[config.mk]
export PLATFORM = sky130hd
export DESIGN_NAME = delay_puf_emu
export DESIGN_NICKNAME = d
export VERILOG_FILES = /design/src/rtl/puf_emu_pkg.sv /design/src/rtl/puf_emu_ctrl.sv /design/src/rtl/puf_weight_bank.sv /design/src/rtl/puf_emu_datapath.sv /design/src/rtl/delay_puf_emu.sv
export SDC_FILE = /design/constraint.sdc
export NUM_CORES = 2
export LEC_CHECK = 0
export BUFFER_PORTS_ARGS = -buffer_cell sky130_fd_sc_hd__clkbuf_2
export CAP_MARGIN = 10
export CORE_ASPECT_RATIO = 0.5
export CORE_UTILIZATION = 45
export DETAILED_ROUTE_END_ITERATION = 8
export GPL_ROUTABILITY_DRIVEN = 0
export GPL_TIMING_DRIVEN = 1
export PLACE_DENSITY = 0.66
export SETUP_SLACK_MARGIN = 0.5
export SYNTH_ARGS = -nofsm -noshare
export SYNTH_HDL_FRONTEND = slang
export SYNTH_HIERARCHICAL = 1
export SYNTH_SLANG_ARGS = --single-unit
[constraint.sdc]
create_clock -name clk -period 6.7 [get_ports clk]
set_clock_uncertainty 0.2 [all_clocks]
set_input_delay 0 -clock clk [delete_from_list [all_inputs] [get_ports clk]]
set_output_delay 0 -clock clk [all_outputs]
set_load 0.02 [all_outputs]
[src/rtl/puf_emu_pkg.sv]
package puf_emu_pkg;
  typedef enum logic [1:0] {
    ST_IDLE  = 2'd0,
    ST_RUN   = 2'd1,
    ST_FINAL = 2'd2
  } ctrlState_t;

  // strobes from control to datapath
  typedef struct packed {
    logic load;    // capture challenge, clear accumulator
    logic step;    // fold one stage weight
    logic finish;  // fold offset, latch response
  } ctrlStrobe_t;
endpackage

[src/rtl/puf_emu_ctrl.sv]
module puf_emu_ctrl
  import puf_emu_pkg::*;
#(
  parameter int NUM_STAGES = 64
) (
  input  logic                          clk,
  input  logic                          rstN,
  input  logic                          start,
  output ctrlStrobe_t                   strobe,
  output logic [$clog2(NUM_STAGES)-1:0] stageIdx,
  output logic                          busy,
  output logic                          done
);
  localparam int IDX_W = $clog2(NUM_STAGES);
  localparam int CNT_W = IDX_W + 2;

  ctrlState_t state;

  always_comb begin
    strobe.load   = (state == ST_IDLE) && start;
    strobe.step   = (state == ST_RUN);
    strobe.finish = (state == ST_FINAL);
  end

  assign busy = (state != ST_IDLE);

  always_ff @(posedge clk or negedge rstN) begin
    if (!rstN) begin
      state    <= ST_IDLE;
      stageIdx <= '0;
      done     <= 1'b0;
    end else begin
      done <= 1'b0;
      case (state)
        ST_IDLE: begin
          if (start) begin
            state    <= ST_RUN;
            stageIdx <= IDX_W'(NUM_STAGES - 1);
          end
        end
        ST_RUN: begin
          if (stageIdx == '0) state <= ST_FINAL;
          else stageIdx <= stageIdx - 1'b1;
        end
        ST_FINAL: begin
          state <= ST_IDLE;
          done  <= 1'b1;
        end
        default: state <= ST_IDLE;
      endcase
    end
  end

  // evaluation length checker
  logic [CNT_W-1:0] chkCycles;
  always_ff @(posedge clk or negedge rstN) begin
    if (!rstN) chkCycles <= '0;
    else if (strobe.load) chkCycles <= '0;
    else if (busy) chkCycles <= chkCycles + 1'b1;
  end

  assert_done_len_R5: assert property (@(posedge clk) disable iff (!rstN)
    done |-> (chkCycles == CNT_W'(NUM_STAGES + 1)));
  assert_done_pulse_R5: assert property (@(posedge clk) disable iff (!rstN)
    done |=> !done);
  assert_busy_done_excl_R5: assert property (@(posedge clk) disable iff (!rstN)
    !(busy && done));
  assert_start_ignored_R6: assert property (@(posedge clk) disable iff (!rstN)
    (state == ST_RUN && stageIdx != '0) |=>
      (state == ST_RUN && stageIdx == $past(stageIdx) - 1'b1));
endmodule

[src/rtl/puf_weight_bank.sv]
module puf_weight_bank #(
  parameter int NUM_STAGES = 64,
  parameter int WEIGHT_W   = 16
) (
  input  logic                             clk,
  input  logic                             rstN,
  input  logic                             wrEn,
  input  logic [$clog2(NUM_STAGES+1)-1:0]  wrAddr,
  input  logic [WEIGHT_W-1:0]              wrData,
  input  logic                             lockWrite,
  input  logic [$clog2(NUM_STAGES)-1:0]    rdIdx,
  output logic [WEIGHT_W-1:0]              stageWeight,
  output logic [WEIGHT_W-1:0]              offsetWeight
);
  localparam int ADDR_W = $clog2(NUM_STAGES + 1);

  logic                wrOk;
  logic [WEIGHT_W-1:0] stageWords [NUM_STAGES];

  assign wrOk = wrEn && !lockWrite;

  for (genvar gi = 0; gi < NUM_STAGES; gi++) begin : g_stage
    always_ff @(posedge clk or negedge rstN) begin
      if (!rstN) stageWords[gi] <= '0;
      else if (wrOk && wrAddr == ADDR_W'(gi)) stageWords[gi] <= wrData;
    end
  end

  always_ff @(posedge clk or negedge rstN) begin
    if (!rstN) offsetWeight <= '0;
    else if (wrOk && wrAddr == ADDR_W'(NUM_STAGES)) offsetWeight <= wrData;
  end

  assign stageWeight = stageWords[rdIdx];

  assert_locked_write_R7: assert property (@(posedge clk) disable iff (!rstN)
    lockWrite |=> $stable(offsetWeight));
  assert_addr_range_R2: assert property (@(posedge clk) disable iff (!rstN)
    (wrEn && wrAddr > ADDR_W'(NUM_STAGES)) |=> $stable(offsetWeight));
endmodule

[src/rtl/puf_emu_datapath.sv]
module puf_emu_datapath
  import puf_emu_pkg::*;
#(
  parameter int NUM_STAGES = 64,
  parameter int WEIGHT_W   = 16
) (
  input  logic                  clk,
  input  logic                  rstN,
  input  ctrlStrobe_t           strobe,
  input  logic [NUM_STAGES-1:0] challenge,
  input  logic [WEIGHT_W-1:0]   stageWeight,
  input  logic [WEIGHT_W-1:0]   offsetWeight,
  output logic                  response
);
  localparam int ACC_W = WEIGHT_W + $clog2(NUM_STAGES + 1);
  localparam int EXT_W = ACC_W - WEIGHT_W;
  localparam logic signed [ACC_W:0] STAGE_LIMIT =
    (ACC_W + 1)'(NUM_STAGES) * (ACC_W + 1)'(2 ** (WEIGHT_W - 1));

  logic [NUM_STAGES-1:0] chalShift;
  logic                  parity;
  logic [ACC_W-1:0]      acc;
  logic                  parityNext;
  logic [ACC_W-1:0]      stageExt;
  logic [ACC_W-1:0]      stageTerm;
  logic [ACC_W-1:0]      finalSum;

  always_comb begin
    parityNext = parity ^ chalShift[NUM_STAGES-1];
    stageExt   = {{EXT_W{stageWeight[WEIGHT_W-1]}}, stageWeight};
    stageTerm  = parityNext ? (ACC_W'(0) - stageExt) : stageExt;
    finalSum   = acc + {{EXT_W{offsetWeight[WEIGHT_W-1]}}, offsetWeight};
  end

  always_ff @(posedge clk or negedge rstN) begin
    if (!rstN) begin
      chalShift <= '0;
      parity    <= 1'b0;
      acc       <= '0;
      response  <= 1'b0;
    end else if (strobe.load) begin
      chalShift <= challenge;
      parity    <= 1'b0;
      acc       <= '0;
    end else if (strobe.step) begin
      chalShift <= {chalShift[NUM_STAGES-2:0], 1'b0};
      parity    <= parityNext;
      acc       <= acc + stageTerm;
    end else if (strobe.finish) begin
      response  <= !finalSum[ACC_W-1] && (finalSum != '0);
    end
  end

  assert_resp_hold_R8: assert property (@(posedge clk) disable iff (!rstN)
    !strobe.finish |=> $stable(response));
  assert_no_overflow_R9: assert property (@(posedge clk) disable iff (!rstN)
    strobe.finish |-> ($signed({acc[ACC_W-1], acc}) <= STAGE_LIMIT &&
                       $signed({acc[ACC_W-1], acc}) >= -STAGE_LIMIT));
endmodule

[src/rtl/delay_puf_emu.sv]
module delay_puf_emu
  import puf_emu_pkg::*;
#(
  parameter int NUM_STAGES = 64,
  parameter int WEIGHT_W   = 16
) (
  input  logic                            clk,
  input  logic                            rstN,
  input  logic                            wrEn,
  input  logic [$clog2(NUM_STAGES+1)-1:0] wrAddr,
  input  logic [WEIGHT_W-1:0]             wrData,
  input  logic                            start,
  input  logic [NUM_STAGES-1:0]           challenge,
  output logic                            busy,
  output logic                            done,
  output logic                            response
);
  localparam int IDX_W = $clog2(NUM_STAGES);

  ctrlStrobe_t         strobe;
  logic [IDX_W-1:0]    stageIdx;
  logic [WEIGHT_W-1:0] stageWeight;
  logic [WEIGHT_W-1:0] offsetWeight;
  logic                lockWrite;

  assign lockWrite = busy || start;

  puf_emu_ctrl #(.NUM_STAGES(NUM_STAGES)) u_ctrl (
    .clk(clk), .rstN(rstN), .start(start), .strobe(strobe),
    .stageIdx(stageIdx), .busy(busy), .done(done)
  );

  puf_weight_bank #(.NUM_STAGES(NUM_STAGES), .WEIGHT_W(WEIGHT_W)) u_bank (
    .clk(clk), .rstN(rstN), .wrEn(wrEn), .wrAddr(wrAddr), .wrData(wrData),
    .lockWrite(lockWrite), .rdIdx(stageIdx), .stageWeight(stageWeight),
    .offsetWeight(offsetWeight)
  );

  puf_emu_datapath #(.NUM_STAGES(NUM_STAGES), .WEIGHT_W(WEIGHT_W)) u_dp (
    .clk(clk), .rstN(rstN), .strobe(strobe), .challenge(challenge),
    .stageWeight(stageWeight), .offsetWeight(offsetWeight), .response(response)
  );
endmodule

# Word level (Yosys, flattened, before mapping)
# Cells that the tools add are included.
totals:
  reg_bits: 1138
  out_inout_bits: 3
  word_cells: 248
classes:
  addsub: 4
  order_cmp: 1
  eq_ne: 69
  muxes: 17
  bitwise: 4
  reduce_logical: 81
ops:
  columns: ["cell", "n"]
  rows:
  - ["== test 7 x 6 -> 1 bit (second input constant)", 32]
  - ["2-to-1 mux 64 bit", 2]
  - ["== test 7 x 5 -> 1 bit (second input constant)", 16]
  - ["binary-select mux 16 bit (select 6 bit)", 1]
  - ["2-to-1 mux 23 bit", 3]
  - ["logical AND 1 bit", 68]
  - ["== test 7 x 4 -> 1 bit (second input constant)", 8]
  - ["adder 23 bit", 2]
  - ["2-to-1 mux 16 bit", 2]
  - ["== test 7 x 3 -> 1 bit (second input constant)", 4]
  - ["nonzero test 23 bit", 1]
  - ["subtractor 1 x 16 -> 17 bit (first input constant)", 1]
  - ["== test 7 x 2 -> 1 bit (second input constant)", 2]
  - ["2-to-1 mux 6 bit", 2]
  - ["case mux 6 bit (2 select lines)", 1]
  - ["== test 7 x 1 -> 1 bit (second input constant)", 1]
  - ["== test 7 bit (second input constant)", 1]
  - [">= comparator 7 bit (second input constant)", 1]
  - ["zero test 7 bit", 1]
  - ["inverter 6 -> 7 bit", 1]
  - ["zero test 6 bit", 1]
  - ["AND reduction 3 bit", 2]
  - ["nonzero test 2 bit", 3]
  - ["subtractor 6 x 1 -> 6 bit (second input constant)", 1]
  - ["13 further kinds", 19]

# Logic depth before layout (Yosys ltp)
depth:
  ltp_word: 9
  ltp_mapped: 24
  mapped_depth_nobuf: 20

# By module
# The synthesis kept the hierarchy.
modules_own_cells:
  columns: ["module", "n_inst", "cells_each", "area_per_inst_um2", "seq_area_each_um2"]
  rows:
  - ["puf_weight_bank", 1, 3039, 47404.2, 26025.0]
  - ["puf_emu_datapath", 1, 740, 6618.8, 2227.1]
  - ["puf_emu_ctrl", 1, 55, 519.2, 225.2]
  - ["delay_puf_emu", 1, 1, 6.3, 0.0]

# Worst setup path before layout
# No wires, ideal clock.
synth_path:
  path_kind: "register -> register"
  start: "reg u_ctrl.stageIdx[0]"
  end: "reg u_dp.acc[22]"
  arrival_time_ps: 5267
  t_required_ps: 6372
  setup_slack_ps: 1105
  path_stages_with_launch: 21
  path_buffers: 3
  synth_period_minus_slack_ps: 5595
  cell_sequence: "dfrtp_1 -> buf_2 -> buf_2 -> buf_2 -> mux4_2 -> a221oi_1 -> nor3_1 -> or4_1 -> nor4_2 -> nand2_1 -> o31ai_1 -> xnor2_1 -> ha_1 -> a21o_1 -> a21o_1 -> a21oi_1 -> o21ai_0 -> o31ai_1 -> o21ai_1 -> mux2i_1 -> mux2_1"
synth_via:
  elab_chain_len: 9
synth_lines:
  columns: ["element", "line_no", "text"]
  rows:
  - ["start, declared", "puf_emu_ctrl.sv:10", "output logic [$clog2(NUM_STAGES)-1:0] stageIdx,"]
  - ["start signal, assigned", "puf_emu_ctrl.sv:38", "stageIdx <= IDX_W'(NUM_STAGES - 1);"]
  - ["start signal, assigned", "puf_emu_ctrl.sv:43", "else stageIdx <= stageIdx - 1'b1;"]
  - ["inverter 6 -> 7 bit (not written as such) *", "puf_weight_bank.sv:34", "assign stageWeight = stageWords[rdIdx];"]
  - ["binary-select mux 16 bit (select 6 bit) *", "puf_weight_bank.sv:34", null]
  - ["2-to-1 mux 16 bit (not written as such) * (2 in a row)", "puf_weight_bank.sv:34", null]
  - ["via stageWeight[6]", "delay_puf_emu.sv:22", "logic [WEIGHT_W-1:0] stageWeight;"]
  - ["subtractor 1 x 16 -> 17 bit", "puf_emu_datapath.sv:31", "stageTerm = parityNext ? (ACC_W'(0) - stageExt) : stageExt;"]
  - ["2-to-1 mux 23 bit *", "puf_emu_datapath.sv:31", null]
  - ["adder 23 bit *", "puf_emu_datapath.sv:48", "acc <= acc + stageTerm;"]
  - ["2-to-1 mux 23 bit *", "puf_emu_datapath.sv:45", "end else if (strobe.step) begin"]
  - ["2-to-1 mux 23 bit *", "puf_emu_datapath.sv:41", "end else if (strobe.load) begin"]
  - ["end signal, assigned", "puf_emu_datapath.sv:48", null]
  - ["end, declared", "puf_emu_datapath.sv:22", "logic [ACC_W-1:0] acc;"]
# The timed path passes the listed nets; every way through them passes the cells marked *. The select of a mux whose other input is x is not followed.
# A chain may end at the register's enable or synchronous reset.

# Final worst setup path
layout_path:
  start: "reg u_ctrl.stageIdx[4]"
  end: "reg u_dp.acc[22]"
# The elaborated chain is that of the path after synthesis.

==> metrics.txt <==
Root Buffer=clkbuf_16; Final Total Pwr=~22,000 µW; RSZ-0062 raised after global routing=false; ys async rst share=100%; Post-Synthesis Cell Area=54,500 µm²; worst r2r src=u_ctrl/stageIdx[4]$_DFFE_PN0P_; CTS Buf Count=105; main flop type after synthesis=dfrtp_1; via count=34,118; CP max FO=34; area delta synth->final=14.2%; most frequent cell after synthesis=dfrtp_1; CTS tree=yes; number of primary I/O pins=94; area of the multi-input gates=24,600 µm²; drt total wl=about 150,000 µm; critical path arrival=6.39 ns; die area=123,000 µm²; area of all sequential standard cells=28,500 µm²; WP buf/inv=3; Fmax=166 MHz; vias in the first global route=approximately 35,000; Distinct cells, synth=91; largest net degree at the start of global routing=157; Synth top area share=52.2%; synthesized flop and latch total=about 1,100; LEAKAGE=0.0304 µW; initial antenna violation count=9; total gr overflow=0; EDFF count, synth=0; Cells after Synth=3,835; first-pass GRT wire length=223,000 µm; Worst R2R Path Depth=21; Max VDD drop=0.436 mV; most used cell, CP=buf_4; Worst-Margin Slew=1.22 ns; area leader, netlist=dfrtp_1; initial core utilization=45.8%; Clock transition at path regs=0.07 ns; CTS H-tree lvls=3; clk_lat worst skew=0.72 ns; minimum clock period=6.01 ns; row count=89; Max-slew headroom=18.3%; power per cell area=360 nW/µm²; Clock Tree Buf Depth=3; max-slew violations=0; crit path kind=reg -> reg; WHS Path Cells=5; I/O Buffers=93; Syn Nets=3,976; CP top delay family=compound AO/OA/AOI/OAI gates; vias per cell=between 5 and 6; Total GRT Usage=about a quarter; Seq/Total Area, Yosys=roughly 52%; fillers=9,752; Avg Cell Area, Syn=14.2 µm²; final worst slack=0.693 ns; Core Footprint=roughly 120,000 µm²; CP startpoint kind=register; Hold EP=u_bank/stageWords[653]$_DFFE_PN0P_; Worst Path Required=between 7 and 8 ns; wire per inst=25.8 µm; First DRT Iteration DRCs=about 3,000; dpl hpwl=~89,000 µm; crit path cell chain=buf_4 > buf_4 > nand2b_1 > o32ai_1 > a211oi_1 > nand3_1 > o211a_1 > nor4_1 > buf_4 > nand2_1 > o31ai_1 > xnor2_1 > ha_1 > a21o_1 > a21o_1 > a21oi_1 > o21ai_0 > o31ai_2 > o21ai_1 > mux2i_1 > mux2_1; Final period util=between 80% and 90%; Residual DRC=0; crit-path max cell delay=a little under 0.9 ns; reg-to-reg slack, setup=0.69 ns; Die Y=248 µm; clock sink count=1,138; max-cap viol count=0; Critical-path top delay cell=dfrtp_4; crit path capture type=register; DP Worst Slack=0.466 ns; top post-synthesis cells by area=dfrtp_1 (52%), mux2_2 (22%), mux4_2 (9.4%), mux2i_1 (3.2%), clkbuf_1 (1.3%); top cells by count, synth=dfrtp_1 (1,138), mux2_2 (1,083), mux4_2 (228); worst min path class=in -> reg; final hold vios=0; 1st-pass router iterations=6; HP Start=wrAddr[5]; status=finished clean; proportion of layout cells with a drive suffix above 1=43.3%; setup violators final=0; ANT nets after route=0; setup TNS=0 ns; # nets final=4,146; R2R Path End=u_dp/acc[22]$_DFFE_PN0P_; Yosys warnings=6; Die Width=494 µm
## metrics by stage
| step | hold WS (ns) | instance area [µm²] | instances | utilization, % |
|---|---|---|---|---|
| after floorplan | -0.496 | 54500 | 3835 | - |
| after global placement | -0.0624 | 56700 | 5321 | 47.7 |
| after detailed placement | -0.0794 | 56700 | 5321 | 47.7 |
| after CTS | 0.00161 | 62100 | 5673 | 52.2 |
| after global routing | 0.0601 | 62300 | 5685 | 52.3 |
| final | 0.0561 | 62300 | 5687 | 52.3 |
## per-layer routing
metal	routed length [µm]	up-vias	track usage (%)
met3	10800	231	5.82
met1	65300	18307	33.5
met4	3890	10	6.61
li1	-	14544	-
met2	66500	1026	37.8
met5	52	-	0
## sequential cells by signal (all words and copies together), names as in the netlist
name,count
u_dp/parity,1
u_ctrl/state,2
u_dp/chalShift,64
u_dp/response,1
u_bank/offsetWeight,16
u_ctrl/done,1
u_ctrl/stageIdx,6
u_bank/stageWords,1024
u_dp/acc,23
## how the worst max path moves through the flow
stage,to,from,depth (start not counted)
after floorplan,u_dp/acc[22]$_DFFE_PN0P_,u_ctrl/stageIdx[0]$_DFFE_PN0P_,20
after global placement,u_dp/acc[22]$_DFFE_PN0P_,u_ctrl/stageIdx[0]$_DFFE_PN0P_,22
after detailed placement,u_dp/acc[22]$_DFFE_PN0P_,u_ctrl/stageIdx[0]$_DFFE_PN0P_,22
after CTS,u_dp/acc[22]$_DFFE_PN0P_,u_ctrl/stageIdx[2]$_DFFE_PN0P_,22
after global routing,u_dp/acc[22]$_DFFE_PN0P_,u_ctrl/stageIdx[4]$_DFFE_PN0P_,21
final,u_dp/acc[22]$_DFFE_PN0P_,u_ctrl/stageIdx[4]$_DFFE_PN0P_,21
## power breakdown
part	internal [µW]	leakage (µW)	switching, µW
clock network	3840	0.00186	2700
registers	7220	0.0157	355
logic	3430	0.0128	4880
## layout by cell type (no fill, tap or decap), types with 18 or more instances in the layout
cell type      Yosys  routed
dfrtp_1         1138    1133
mux2_2          1083    1083
mux4_2           228     228
nand2_1          183     181
mux2i_1          174     174
dlygate4sd3_1      0     153
clkbuf_16          0     107
buf_4             28     102
clkbuf_2           0      92
o21ai_0           88      88
nor2_1            72      72
ha_1              48      48
a22oi_1           40      40
a21oi_1           36      36
nand3_1           35      35
clkinv_2           0      26
nor3_1            28      25
inv_1             27      25
xnor2_1           24      24
buf_12             0      22
clkbuf_1         185      20
clkbuf_8           0      19
nor2b_1           19      19
bufinv_16          0      18
## cell families (layout without fill, tap and decap cells)
| kind of cell | count (synthesis) | count (layout) | share of synthesized area [%] |
|---|---|---|---|
| compound gates | 323 | 323 | 4.06 |
| xor+xnor | 38 | 38 | 0.610 |
| fa+ha+maj | 50 | 50 | 1.17 |
| buf+inv | 339 | 596 | 2.69 |
| flops | 1138 | 1138 | 52.2 |
| mux | 1491 | 1491 | 35.1 |
| other cells | 0 | 3 | 0 |
| simple gates | 456 | 456 | 4.18 |
## final cells by class
type / count / share of cell area [%]
clock inverters: 48 / 1.19
repair buffers: 374 / 5.28
inverters: 28 / 0.177
multi-input cells: 2358 / 39.6
diodes: 3 / 0.0121
flip-flops and latches: 1138 / 45.7
well taps: 1592 / 3.20
clock buffers: 146 / 4.84
## worst reg2reg max path: cells and delay by family, from the launching register on
| family | cells | cell delay [ns] |
|---|---|---|
| flip-flops | 1 | 0.89 |
| AO/OA/AOI/OAI | 10 | 2.10 |
| buffers and inverters | 3 | 0.77 |
| adder cells (fa/ha/maj) | 1 | 0.33 |
| AND/OR/NAND/NOR | 4 | 0.87 |
| multiplexers | 2 | 0.50 |
| XOR/XNOR | 1 | 0.20 |
## what timing repair did
| item | in CTS | in global routing |
|---|---|---|
| buffers inserted | 4 | 11 |
| endpoints found under the setup margin | 1 | 4 |
| hold endpoints to repair | 1811 | 0 |
| pin swaps | 0 | 1 |
| hold buffers | 154 | 0 |
| resized for setup | 2 | 11 |
Note: power is estimated with default switching activity, not from simulation.
